## src/rtl/rxp_pkg.sv

```systemverilog
package rxp_pkg;
    localparam int SMP_W    = 16;
    localparam int WORD_W   = 16;
    localparam int BYTE_W   = 8;
    localparam int FMT_W    = 32;
    localparam int SH_W     = 4;
    localparam int WID_W    = 5;
    localparam int USED_W   = SH_W + WID_W + 2;
    localparam int LANES    = 2;

    localparam logic [FMT_W-1:0] FMT_DEFAULT = 32'h0000_0300;
    localparam logic [FMT_W-1:0] FMT_NARROW  = 32'h0000_0288;

    // packed order matches the register bit order from bit 10 down to bit 0
    typedef struct packed {
        logic             bypass;
        logic             want_q;
        logic [WID_W-1:0] width;
        logic [SH_W-1:0]  shift;
    } fmt_t;

    function automatic fmt_t fmt_decode(input logic [FMT_W-1:0] w);
        return fmt_t'(w[USED_W-1:0]);
    endfunction

    function automatic logic fmt_legal(input logic [FMT_W-1:0] w, input logic strict);
        fmt_t f;
        f = fmt_decode(w);
        if (|w[FMT_W-1:USED_W]) return 1'b0;
        if (strict) return (w == FMT_DEFAULT) || (w == FMT_NARROW);
        return (f.width == WID_W'(BYTE_W)) || (f.width == WID_W'(WORD_W));
    endfunction

    function automatic logic [SMP_W-1:0] ashr(input logic [SMP_W-1:0] x,
                                              input logic [SH_W-1:0] s);
        return SMP_W'($signed(x) >>> s);
    endfunction
endpackage

```

## src/rtl/rxp_lane_shift.sv

```systemverilog
module rxp_lane_shift
    import rxp_pkg::*;
(
    input  logic [SMP_W-1:0] din,
    input  logic [SH_W-1:0]  sh,
    output logic [SMP_W-1:0] dout
);
    always_comb dout = ashr(din, sh);
endmodule

```

## src/rtl/rxp_fmt_reg.sv

```systemverilog
module rxp_fmt_reg
    import rxp_pkg::*;
#(
    parameter bit STRICT = 1'b1
) (
    input  logic             clk,
    input  logic             rst,
    input  logic             we,
    input  logic [FMT_W-1:0] wdata,
    input  logic             boundary_ok,
    output fmt_t             active,
    output logic             apply,
    output logic             fmt_error
);
    fmt_t pend;
    logic pend_v;
    logic legal;

    always_comb legal = fmt_legal(wdata, STRICT);
    always_comb apply = pend_v && boundary_ok;

    always_ff @(posedge clk) begin
        if (rst) begin
            active    <= fmt_decode(FMT_DEFAULT);
            pend      <= fmt_decode(FMT_DEFAULT);
            pend_v    <= 1'b0;
            fmt_error <= 1'b0;
        end else begin
            if (apply) active <= pend;
            if (we && legal) begin
                pend   <= fmt_decode(wdata);
                pend_v <= 1'b1;
            end else if (apply) begin
                pend_v <= 1'b0;
            end
            if (we && !legal) fmt_error <= 1'b1;
        end
    end

    // error flag, once set, never drops before reset
    a_r3_sticky: assert property (@(posedge clk) disable iff (rst)
        fmt_error |=> fmt_error);
    // refused write raises the flag on the next edge
    a_r3_flag_raise: assert property (@(posedge clk) disable iff (rst)
        (we && !legal) |=> fmt_error);
    // active format only moves on a boundary
    a_r10_hold: assert property (@(posedge clk) disable iff (rst)
        !apply |=> $stable(active));
endmodule

```

## src/rtl/rxp_pack.sv

```systemverilog
module rxp_pack
    import rxp_pkg::*;
(
    input  logic              clk,
    input  logic              rst,
    input  fmt_t              fmt,
    input  logic              apply,
    input  logic              take,
    input  logic [SMP_W-1:0]  si,
    input  logic [SMP_W-1:0]  sq,
    output logic              q_busy,
    output logic              pk_valid,
    output logic [WORD_W-1:0] pk_word
);
    logic [SMP_W-1:0]  q_hold;
    logic              half_v;
    logic [BYTE_W-1:0] half_b;
    logic              narrow;

    always_comb narrow = (fmt.width == WID_W'(BYTE_W));

    always_ff @(posedge clk) begin
        if (rst) begin
            q_busy   <= 1'b0;
            q_hold   <= '0;
            half_v   <= 1'b0;
            half_b   <= '0;
            pk_valid <= 1'b0;
            pk_word  <= '0;
        end else begin
            pk_valid <= 1'b0;
            if (q_busy) begin
                pk_valid <= 1'b1;
                pk_word  <= WORD_W'(q_hold);
                q_busy   <= 1'b0;
            end else if (take) begin
                if (narrow) begin
                    if (fmt.want_q) begin
                        pk_valid <= 1'b1;
                        pk_word  <= {si[BYTE_W-1:0], sq[BYTE_W-1:0]};
                    end else if (half_v) begin
                        pk_valid <= 1'b1;
                        pk_word  <= {half_b, si[BYTE_W-1:0]};
                        half_v   <= 1'b0;
                    end else begin
                        half_b <= si[BYTE_W-1:0];
                        half_v <= 1'b1;
                    end
                end else begin
                    pk_valid <= 1'b1;
                    pk_word  <= WORD_W'(si);
                    if (fmt.want_q) begin
                        q_busy <= 1'b1;
                        q_hold <= sq;
                    end
                end
            end
            if (apply) half_v <= 1'b0;
        end
    end

    // upstream keeps samples away from a pending Q slot
    a_r11_spacing: assert property (@(posedge clk) disable iff (rst)
        q_busy |-> !take);
    // pending Q word leaves on the very next edge
    a_r5_q_follows: assert property (@(posedge clk) disable iff (rst)
        q_busy |=> (pk_valid && !q_busy));
    // the first sample of an I-only byte pair emits nothing
    a_r8_first_silent: assert property (@(posedge clk) disable iff (rst)
        (take && !q_busy && narrow && !fmt.want_q && !half_v) |=> !pk_valid);
    // a format switch never lands while a Q word is owed
    a_r10_boundary: assert property (@(posedge clk) disable iff (rst)
        apply |-> (!q_busy && !take));
endmodule

```

## src/rtl/rx_sample_packer.sv

```systemverilog
module rx_sample_packer
    import rxp_pkg::*;
#(
    parameter bit STRICT_FORMATS = 1'b1
) (
    input  logic              clk,
    input  logic              rst,
    input  logic              fmt_we,
    input  logic [FMT_W-1:0]  fmt_wdata,
    input  logic              flt_valid,
    input  logic [SMP_W-1:0]  flt_i,
    input  logic [SMP_W-1:0]  flt_q,
    input  logic              raw_valid,
    input  logic [SMP_W-1:0]  raw_i,
    input  logic [SMP_W-1:0]  raw_q,
    output logic              pk_valid,
    output logic [WORD_W-1:0] pk_word,
    output logic              fmt_error
);
    fmt_t             fmt;
    logic             apply;
    logic             take;
    logic             q_busy;
    logic             boundary_ok;
    logic [SMP_W-1:0] lane_in  [LANES];
    logic [SMP_W-1:0] lane_out [LANES];

    // source selection follows the active bypass bit
    always_comb begin
        take       = fmt.bypass ? raw_valid : flt_valid;
        lane_in[0] = fmt.bypass ? raw_i : flt_i;
        lane_in[1] = fmt.bypass ? raw_q : flt_q;
    end

    always_comb boundary_ok = !q_busy && !take;

    rxp_fmt_reg #(.STRICT(STRICT_FORMATS)) u_fmt (
        .clk        (clk),
        .rst        (rst),
        .we         (fmt_we),
        .wdata      (fmt_wdata),
        .boundary_ok(boundary_ok),
        .active     (fmt),
        .apply      (apply),
        .fmt_error  (fmt_error)
    );

    for (genvar g = 0; g < LANES; g++) begin : g_lane
        rxp_lane_shift u_sh (
            .din (lane_in[g]),
            .sh  (fmt.shift),
            .dout(lane_out[g])
        );
    end

    rxp_pack u_pack (
        .clk     (clk),
        .rst     (rst),
        .fmt     (fmt),
        .apply   (apply),
        .take    (take),
        .si      (lane_out[0]),
        .sq      (lane_out[1]),
        .q_busy  (q_busy),
        .pk_valid(pk_valid),
        .pk_word (pk_word)
    );

    // with the filtered path selected and idle, unfiltered strobes add no word
    a_r9_path_gate: assert property (@(posedge clk) disable iff (rst)
        (!fmt.bypass && !flt_valid && !q_busy && !apply) |=> !pk_valid);
endmodule

```

## config.mk

```make
export PLATFORM = sky130hd
export DESIGN_NAME = rx_sample_packer
export DESIGN_NICKNAME = d
export VERILOG_FILES = /design/src/rtl/rxp_pkg.sv /design/src/rtl/rxp_lane_shift.sv /design/src/rtl/rxp_fmt_reg.sv /design/src/rtl/rxp_pack.sv /design/src/rtl/rx_sample_packer.sv
export SDC_FILE = /design/constraint.sdc
export NUM_CORES = 1
export LEC_CHECK = 0
export BUFFER_PORTS_ARGS = -buffer_cell sky130_fd_sc_hd__clkbuf_2
export CAP_MARGIN = 30
export CORE_ASPECT_RATIO = 1.75
export CORE_MARGIN = 2
export CORE_UTILIZATION = 50
export DETAILED_ROUTE_END_ITERATION = 16
export GPL_TIMING_DRIVEN = 0
export HOLD_SLACK_MARGIN = 0.06
export PLACE_DENSITY = 0.81
export SYNTH_ARGS = -nofsm -noshare
export SYNTH_HDL_FRONTEND = slang
export SYNTH_SLANG_ARGS = --single-unit
```

## constraint.sdc

```tcl
create_clock -name clk -period 2.3 [get_ports clk]
set_input_delay 0.23 -clock clk [delete_from_list [all_inputs] [get_ports clk]]
set_output_delay 0.23 -clock clk [all_outputs]
set_load 0.02 [all_outputs]
```

==> Word-level counts from Yosys, hierarchy flattened <==
Cells that the tools add are included.
{ "totals": {"out_inout_bits": 18, "word_cells": 69, "ff_bits": 67, "input_bits": 101} }
{ "op_classes": {"muxes": 22, "bitwise_logic": 5, "reduce_logical": 18, "n_shift": 2, "n_eq_ne": 6} }
{ "ops": {"columns": ["cell", "n"], "rows": [
  ["16-bit 2-to-1 mux", 7],
  ["32-bit by 10-bit equality test with 1-bit output, second input constant", 2],
  ["16-bit by 4-bit >>> shifter with 16-bit output", 2],
  ["21-bit OR reduction", 1],
  ["1-bit 2-to-1 mux", 15],
  ["5-bit by 4-bit equality test with 1-bit output, second input constant", 2],
  ["4-bit AND reduction", 2],
  ["5-bit equality test, second input constant", 1],
  ["1-bit inverter", 5],
  ["5-bit AND reduction", 1],
  ["1-bit logical AND", 4],
  ["4-bit by 2-bit inequality test with 1-bit output, second input constant", 1],
  ["2-bit nonzero test", 2],
  ["4-bit OR reduction", 1],
  ["1-bit zero test", 3],
  ["1-bit logical OR", 2],
  ["2-bit AND reduction", 1],
  ["2-bit OR reduction", 1]
]} }

==> Longest topological paths before layout <==
Gate-level depths: netlist (run 1).
{ "logic_depth": {"depth_word": 7, "depth_mapped": 9, "ltp_nobuf": 5} }

==> Cells and area by module <==
A second synthesis (run 1) with hierarchy kept.
{ "unflattened": {"cells_unflattened": 570, "area_unflattened_um2": 5101.1} }
{ "by_module_without_submodules": {"columns": ["module", "cells_each", "n_inst", "area_per_inst_um2", "seq_area_each_um2"], "rows": [
  ["rxp_pack", 215, 1, 2055.7, 860.8],
  ["rxp_lane_shift", 110, 2, 778.2, 0.0],
  ["rxp_fmt_reg", 97, 1, 925.9, 480.5],
  ["rx_sample_packer", 38, 1, 563.0, 0.0]
]} }

==> Least setup slack after synthesis (run 1) <==
OpenSTA, ideal clock, no wires.
{ "synth_timing": {"kind": "reg-to-reg", "startpoint": "reg u_fmt.active[10] (netlist name)", "endpoint": "reg u_pack.pk_word[2]", "n_path_buf": 3, "required_ns": 2.178, "path_stages_with_launch": 9, "t_arrival_ns": 2.052, "synth_period_minus_slack_ns": 2.174, "setup_time_ns": 0.122, "path_slack_ns": 0.126, "cell_sequence": "dfxtp_1 -> buf_6 -> buf_6 -> buf_6 -> mux2_2 -> mux2_2 -> a22oi_1 -> nand2_1 -> a221o_1"} }
{ "synth_between": {"elab_chain_len": 7, "word_cells_on_any_way": 12, "cone_classes": "2 x shift; 8 x mux; 2 x reduce/logical"} }
{ "synth_lines": {"columns": ["element", "line_no", "text"], "rows": [
  ["start, declared", "rxp_fmt_reg.sv:11", "output fmt_t active,"],
  ["start signal, assigned", "rxp_fmt_reg.sv:24", "active <= fmt_decode(FMT_DEFAULT);"],
  ["start signal, assigned", "rxp_fmt_reg.sv:29", "if (apply) active <= pend;"],
  ["16-bit 2-to-1 mux", "rx_sample_packer.sv:31", "lane_in[0] = fmt.bypass ? raw_i : flt_i;"],
  ["16-bit by 4-bit >>> shifter with 16-bit output", "rxp_pkg.sv:36", "return SMP_W'($signed(x) >>> s);"],
  ["16-bit 2-to-1 mux", "rxp_pack.sv:41", "end else if (half_v) begin"],
  ["16-bit 2-to-1 mux", "rxp_pack.sv:38", "if (fmt.want_q) begin"],
  ["16-bit 2-to-1 mux", "rxp_pack.sv:37", "if (narrow) begin"],
  ["16-bit 2-to-1 mux", "rxp_pack.sv:36", "end else if (take) begin"],
  ["16-bit 2-to-1 mux", "rxp_pack.sv:32", "if (q_busy) begin"],
  ["end signal, assigned", "rxp_pack.sv:34", "pk_word <= WORD_W'(q_hold);"],
  ["end signal, assigned", "rxp_pack.sv:40", "pk_word <= {si[BYTE_W-1:0], sq[BYTE_W-1:0]};"],
  ["end signal, assigned", "rxp_pack.sv:43", "pk_word <= {half_b, si[BYTE_W-1:0]};"],
  ["end, declared", "rxp_pack.sv:13", "output logic [WORD_W-1:0] pk_word"]
]} }
Parallel ways exist; a longest one is shown, timed or not. The select of a mux whose other input is x is not followed.
A chain may end at the register's enable or synchronous reset.

==> Worst setup path in the final report (run 1) <==
{ "layout_timing": {"startpoint": "reg u_fmt.active[10] (netlist name)", "endpoint": "reg u_pack.pk_word[13]"} }
{ "layout_between": {"elab_chain_len": 6, "word_cells_on_any_way": 9, "cone_classes": "1 x shift; 6 x mux; 2 x reduce/logical"} }
{ "layout_lines": {"columns": ["element", "line_no"], "rows": [
  ["16-bit 2-to-1 mux", "rx_sample_packer.sv:31"],
  ["16-bit by 4-bit >>> shifter with 16-bit output", "rxp_pkg.sv:36"],
  ["16-bit 2-to-1 mux", "rxp_pack.sv:38"],
  ["16-bit 2-to-1 mux", "rxp_pack.sv:37"],
  ["16-bit 2-to-1 mux", "rxp_pack.sv:36"],
  ["16-bit 2-to-1 mux", "rxp_pack.sv:32"]
]} }
Parallel ways exist; a longest one is shown, timed or not. The select of a mux whose other input is x is not followed.

==> summary.txt, run 1 <==
Detailed routing
  – Remaining DRCs: 0
  – Routed Antenna Nets: 0
  – Pre-Repair DR Iteration Count: 8
  – Initial DRC count: between 500 and 600
  – Via Count: between 5000 and 6000
  – DRT Wirelength: around 21 mm
  – Post-DR wirelength/cell: approximately 25 µm
  – Routed vias/inst: 6.95

Floorplanning
  – I/O pins: 119
  – Die Y: 139 µm
  – Starting Density: 0.510
  – Chip Width: between 80 and 90 µm
  – Row count: 49
  – Die footprint: 11300 µm²
  – Core area: approximately 10000 µm²

Clock tree
  – Clk buf depth: 2
  – Skew-Pair Late Insertion Delay: roughly 340 ps
  – Sink Count: 67
  – Clock-pin transition on the worst setup and hold timing paths: roughly 60 ps
  – Cts bufs inserted: 9
  – Htree depth: 3
  – CTS Root Cell: clkbuf_16
  – CTS tree: yes

Power
  – VDD IR max: ~0.00053 V
  – Leakage power: about 0.0027 µW
  – Comb pwr share: 0.177
  – Register share of total power: 0.377
  – Clock power share: 0.446
  – Sw frac: 0.267
  – P_sw: 876 µW
  – PwrDens: approximately 470 nW/µm²
  – Int Power: between 2000 and 2500 µW

Timing
  – Hold slack: around 150 ps
  – Period utilization: 1.01
  – Post-layout min period: ~2300 ps
  – Slew headroom: 0.489
  – Slew Limit Fails: 0
  – Total Neg Setup Slack: -93.6 ps
  – Final Skew: between 4 and 5 ps
  – Final hold vios: 0
  – PnR worst setup slack: -31.6 ps
  – Fmax: between 0.4 and 0.5 GHz
  – Slew @ Worst Pin: between 700 and 800 ps
  – Setup-failing EPs final: 5
  – RSZ-0062 raised after global routing: yes

Cells and area
  – Area Growth Syn to Fin: 33.1%
  – Layout cells sized above 1: 0.405
  – Layout Nets: roughly 830
  – Ant. Diodes: 0

Logic synthesis
  – Most numerous cell in the Yosys netlist: dfxtp_1
  – Area leader, netlist: dfxtp_1
  – Synth Area per Inst: between 9 and 10 µm²
  – Post-synthesis net count: 674
  – Share of the synthesized area in the top cell type: 0.258
  – Post-synthesis compound-gate area fraction: 0.224
  – Post-synthesis mux area share: 0.275
  – Area share of fa/ha/maj cells after synthesis: 0
  – Main combinational cell family by area after synthesis: multiplexers
  – Xor/xnor share of the synthesized area: 0.00169
  – Sequential fraction of the synthesis area: 0.258
  – Top post-synthesis cells by area: dfxtp_1 (26%), mux4_2 (15%), mux2i_1 (6.0%)
  – Synth Register Bits: 67
  – Yosys warns: 0
  – Top FF cell, synth: dfxtp_1
  – Number of flops mapped to enable cells by yosys: 0
  – Async set-reset flop share out of synthesis: 0
  – Simple-gate share of the synthesized area: 0.188
  – Unique masters post-synth: about 70
  – Post-Syn Instances: 573
  – Top cells by count, synth: dfxtp_1 (67), nand2_1 (66), nor2_1 (43), mux4_2 (35), a21oi_1 (33)
  – Syn Std Cell Area: about 5200 µm²

Worst setup path
  – Setup crit start: u_fmt.active[10]
  – R2r startpoint: u_fmt.active[10]
  – Critical path endpoint category: flop
  – FF-to-FF End: u_pack.pk_word[13]
  – WP data required: 2490 ps
  – CP endpoint: u_pack.pk_word[13]
  – Critical path peak fanout: 8
  – Reg2reg setup slack: -30 ps
  – Crit Path Category: reg -> reg
  – Worst reg2reg path depth: 7
  – Critical path launch point type: flop
  – Arr. time, crit path: ~2500 ps

Global routing
  – Grt ovf: 0
  – Vias in the first global route: 5896
  – Total track usage: 0.370
  – First-pass GRT wire length: 31.6 mm
  – Initial antenna violation count: 0
  – Largest net degree at the start of global routing: 13

Placement
  – Pre-CTS setup slack: -457 ps
  – Port bufs: approximately 120
  – Final GP Congestion: ~1
  – Post-DP HPWL: ~16 mm

Run status
  – Status: complete, but fails checks
  – Failing checks: setup timing

Min path
  – Hold Crit Class: in -> reg

Job
  – Max Cap Violations: 0
-- layer usage --
metal | track usage | routed length, µm
met1 | 0.397 | 6920
met2 | 0.639 | 11000
met3 | 0.0495 | 1410
met4 | 0.267 | 1820
met5 | 0 | 0
-- through the flow --
step           power, µW  cells  cell area, µm²   util
6_report            3280    856            6910  0.679
5_1_grt             3360    856            6910  0.679
4_1_cts             3250    840            6570  0.646
3_5_place_dp        1780    818            5940  0.584
3_3_place_gp        1760    817            5940  0.583
2_1_floorplan       1540    573            5190      -
-- critical path, stage by stage, from the launching register on --
cell and delay, ps:
dfxtp_2 360, buf_12 150, buf_8 120, mux4_2 550, mux4_2 480, mux2_4 340
nand3_2 80, a31oi_1 90
-- how the worst min path moves through the flow --
stage	startpoint	endpoint	slack [ps]	depth (start not counted)
3_5_place_dp	u_pack.half_b[3]	u_pack.half_b[3]	450	2
2_1_floorplan	fmt_we	u_fmt.fmt_error	370	2
6_report	fmt_we	u_fmt.fmt_error	150	3
4_1_cts	fmt_we	u_fmt.fmt_error	160	3
3_3_place_gp	u_fmt.pend[9]	u_fmt.pend[9]	430	1
5_1_grt	fmt_we	u_fmt.fmt_error	160	3
-- layout make-up --
type / count / area [µm²]
buffer: 46 / 330
clock buffer: 9 / 225
clock inverter: 7 / 92.6
fill: 892 / 3270
inverter: 9 / 37.5
multi-input combinational: 450 / 3870
sequential: 67 / 1340
tap: 127 / 159
timing repair buffer: 141 / 853
-- logic make-up (layout without fill, tap and decap cells) --
family	count (synthesis)	count (layout)
XOR/XNOR	1	1
AND/OR/NAND/NOR	202	202
multiplexers	91	91
buffers and inverters	56	212
AO/OA/AOI/OAI	156	156
flip-flops	67	67
-- placed cells by master, fill, tap and decap left out, types with 4 or more instances in the layout --
cell type / n
clkbuf_2: 123
nand2_1: 65
dfxtp_1: 65
nor2_1: 38
mux4_2: 35
a21oi_1: 31
nand3_1: 26
mux2i_1: 19
buf_4: 19
clkbuf_1: 17
mux2_2: 15
clkbuf_16: 13
o211ai_1: 12
a22oi_1: 11
nor3_1: 11
and2_1: 10
buf_2: 9
mux2i_2: 9
inv_1: 8
buf_12: 8
a221o_1: 8
o21ai_0: 7
a22o_1: 6
o22ai_1: 6
nor4_1: 6
nor2_2: 5
a222oi_1: 5
o21ai_1: 5
a311oi_1: 5
a211oi_1: 5
nor3b_1: 4
mux2_4: 4
and3_1: 4
a22oi_2: 4
a221oi_1: 4
-- state kept, by name (all words and copies together), names as in the netlist --
| name | count |
|---|---|
| u_fmt.active | 11 |
| u_pack.q_hold | 16 |
| u_pack.pk_valid | 1 |
| u_pack.pk_word | 16 |
| u_pack.half_b | 8 |
| u_fmt.fmt_error | 1 |
| u_fmt.pend_v | 1 |
| u_fmt.pend | 11 |
| u_pack.q_busy | 1 |
| u_pack.half_v | 1 |
-- what timing repair did --
action	in CTS	in global routing
buffers inserted	6	13
resized for setup	65	34
pin swaps	7	15
gates cloned	0	4
endpoints found under the setup margin	37	30
hold buffers	0	0
endpoints found under the hold margin	0	0
-- power by group through the flow --
| stage | Sequential (µW) | Combinational, µW | Clock, µW |
|---|---|---|---|
| after global routing | 1240 | 616 | 1510 |
| after CTS | 1230 | 547 | 1470 |
| after global placement | 1260 | 506 | 0 |
| final | 1240 | 581 | 1460 |
| after detailed placement | 1260 | 517 | 0 |
| after floorplan | 1280 | 265 | 0 |
Power figures use the tool's default switching activity.
==> inputs of run 2 (changes only) <==
- PLACE_DENSITY: 0.81 -> 0.78
==> summary.txt, run 2 (synthesized netlist as in run 1, its figures left out) <==
Timing
  – Post-layout min period: 2340 ps (+9.84 ps)
  – Final hold vios: 0 (unchanged)
  – Slew Limit Fails: 0 (unchanged)
  – Period utilization: 1.02 (+0.00428)
  – Slew @ Worst Pin: 807 ps (+42.5 ps)
  – RSZ-0062 raised after global routing: yes
  – Fmax: 0.427 GHz (-0.42%)
  – Slew headroom: 0.458 (-0.0306)
  – Setup-failing EPs final: 4 (-1)
  – PnR worst setup slack: -41.4 ps (-9.84 ps)
  – Final Skew: 7.05 ps (+2.08 ps)
  – Hold slack: 145 ps (-8.25 ps)

Floorplanning
  – Starting Density: 0.510 (unchanged)
  – Die Y: 139 µm (unchanged)
  – Row count: 49 (unchanged)
  – I/O pins: 119 (unchanged)
  – Core area: 10200 µm² (unchanged)
  – Die footprint: 11300 µm² (unchanged)
  – Chip Width: 81.0 µm (unchanged)

Run status
  – Failing checks: setup timing
  – Status: complete, but fails checks

Clock tree
  – Clk buf depth: 2 (unchanged)
  – Sink Count: 67 (unchanged)
  – Cts bufs inserted: 9 (unchanged)
  – Htree depth: 3 (unchanged)
  – CTS tree: yes
  – CTS Root Cell: clkbuf_16
  – Clock-pin transition on the worst setup and hold timing paths: 50 ps (about the same)
  – Hold-fix buffers at CTS: 0 (unchanged)
  – Skew-Pair Late Insertion Delay: 340 ps (about the same)

Detailed routing
  – Top Metal Used: met4
  – Routed vias/inst: 6.87 (-1.1%)
  – WL met3: 1.36 mm (-3.5%)
  – Post-DR wirelength/cell: 24.9 µm (+0.47%)
  – Via Count: 5824 (-2.1%)
  – Routed Antenna Nets: 0 (unchanged)
  – DRT Wirelength: 21.1 mm (-0.47%)
  – Metal2 WL: 11.0 mm (-0.45%)
  – Met1 WL: 7.09 mm (+2.4%)
  – Remaining DRCs: 0 (unchanged)
  – Pre-Repair DR Iteration Count: 8 (unchanged)
  – Initial DRC count: 514 (-3.7%)

Min path
  – Hold Crit Class: in -> reg
  – Hold path endpoint: u_fmt.fmt_error
  – Hold Path Cell Cnt: 3 (unchanged)
  – Hold Path Origin: fmt_we

Cells and area
  – Filler cell count in the final layout: 854 (-4.3%)
  – Area Growth Syn to Fin: 31.0%
  – Final Cell Area: 6800 µm² (-1.6%)
  – Commonest non-fill, non-tap cell in the layout: clkbuf_2
  – Layout cells sized above 1: 0.402 (-0.00244)
  – Commonest cells after routing, fill and taps aside: clkbuf_2 (124), dfxtp_1 (65), nand2_1 (64)
  – Ant. Diodes: 0 (unchanged)
  – Regs by FF count: u_pack.pk_word (16), u_pack.q_hold (16)
  – Layout Nets: 817 (-0.97%)

Power
  – Int Power: 2380 µW (-0.86%)
  – Total power: 3250 µW (-1.0%)
  – Register share of total power: 0.381 (+0.004)
  – Clock power share: 0.439 (-0.007)
  – Leakage power: 0.00262 µW (-2.1%)
  – Sw frac: 0.266 (-0.00116)
  – VDD IR max: 0.000526 V (-0.37%)
  – P_sw: 863 µW (-1.4%)
  – PwrDens: 477 nW/µm² (+0.55%)
  – Comb pwr share: 0.181 (+0.004)

Worst setup path
  – Crit Path Category: reg -> reg
  – Critical path endpoint category: flop
  – CP bufs+invs: 2 (unchanged)
  – Cell family contributing the most delay on the critical path: multiplexers
  – Worst path max stage delay: 560 ps (about the same)
  – Critical path depth: 7 (unchanged)
  – Critical path peak fanout: 6 (-2)
  – FF-to-FF End: u_pack.pk_word[13]
  – Arr. time, crit path: 2530 ps (about the same)
  – CP max stage cell: mux4_2
  – Critical path launch point type: flop
  – R2r startpoint: u_fmt.active[10]
  – WP data required: 2490 ps (about the same)
  – Reg2reg setup slack: -40 ps (about the same)
  – Cells along the critical path: buf_8 -> buf_8 -> mux4_2 -> mux4_2 -> mux2_4 -> nand3_2 -> a31oi_1
  – Worst reg2reg path depth: 7 (unchanged)

Global routing
  – Initial antenna violation count: 0 (unchanged)
  – Vias in the first global route: 5827 (-1.2%)
  – Largest net degree at the start of global routing: 12 (-1)
  – Grt ovf: 0 (unchanged)
  – First-pass GRT wire length: 31.5 mm (-0.33%)
  – Total track usage: 0.375 (+0.00497)

Job
  – Max Cap Violations: 0 (unchanged)

Placement
  – Post-DP Area: 5940 µm² (unchanged)
  – Post-DP HPWL: 16.5 mm (+2.4%)
  – Port bufs: 117 (unchanged)
  – Final GP Congestion: 1.01 (+3.1%)
run 2: worst min-delay path, cell delays in order:
cell and delay, ps:
clkbuf_2 90, a21oi_1 50, nor2_1 70
run 2: worst max-delay path by stage:
stage | start | end | slack, ps
2_1_floorplan | u_fmt.active[10] | u_pack.pk_word[2] | 130
3_3_place_gp | u_fmt.active[1] | u_pack.pk_word[7] | -460
6_report | u_fmt.active[10] | u_pack.pk_word[13] | -40
3_5_place_dp | u_fmt.active[1] | u_pack.pk_word[7] | -480
5_1_grt | u_fmt.active[10] | u_pack.pk_word[6] | -80
4_1_cts | u_fmt.active[10] | u_pack.pk_word[7] | 0.9
run 2: layout make-up:
| class | count | area [µm²] | area share |
|---|---|---|---|
| buffer | 47 | 323 | 0.0474 |
| clock buffer | 12 | 267 | 0.0392 |
| clock inverter | 4 | 47.5 | 0.00699 |
| inverter | 9 | 37.5 | 0.00552 |
| multi-input combinational | 450 | 3920 | 0.577 |
| sequential | 67 | 1340 | 0.197 |
| tap | 127 | 159 | 0.0234 |
| timing repair buffer | 132 | 703 | 0.103 |
run 2: timing repair:
action	4_1_cts	5_1_grt
setup endpoints to repair	38	30
setup buffers	7	7
gates cloned	0	0
endpoints found under the hold margin	0	0
resized for setup	61	47
pin swaps	8	14
run 2: layer usage:
layer / global-route usage / vias to the layer above
li1: - / 2549
met1: 0.400 / 2793
met2: 0.661 / 370
met3: 0.0456 / 112
met4: 0.255 / 0
met5: 0 / -
run 2: power groups by stage:
stage	Sequential (µW)	Combinational, µW	Clock (µW)
floorplan	1280	265	0
global placement	1260	507	0
detailed placement	1260	520	0
CTS	1240	548	1410
global route	1240	621	1470
finish	1240	587	1420
run 2: metrics by stage:
stage / setup TNS (ps) / util / worst slack (ps) / std cells
floorplan: 0 / - / 126 / 573
global placement: -7410 / 0.583 / -463 / 817
detailed placement: -7330 / 0.584 / -476 / 818
CTS: 0 / 0.643 / 0.870 / 841
global route: -559 / 0.669 / -77.2 / 848
finish: -94.6 / 0.669 / -41.4 / 848
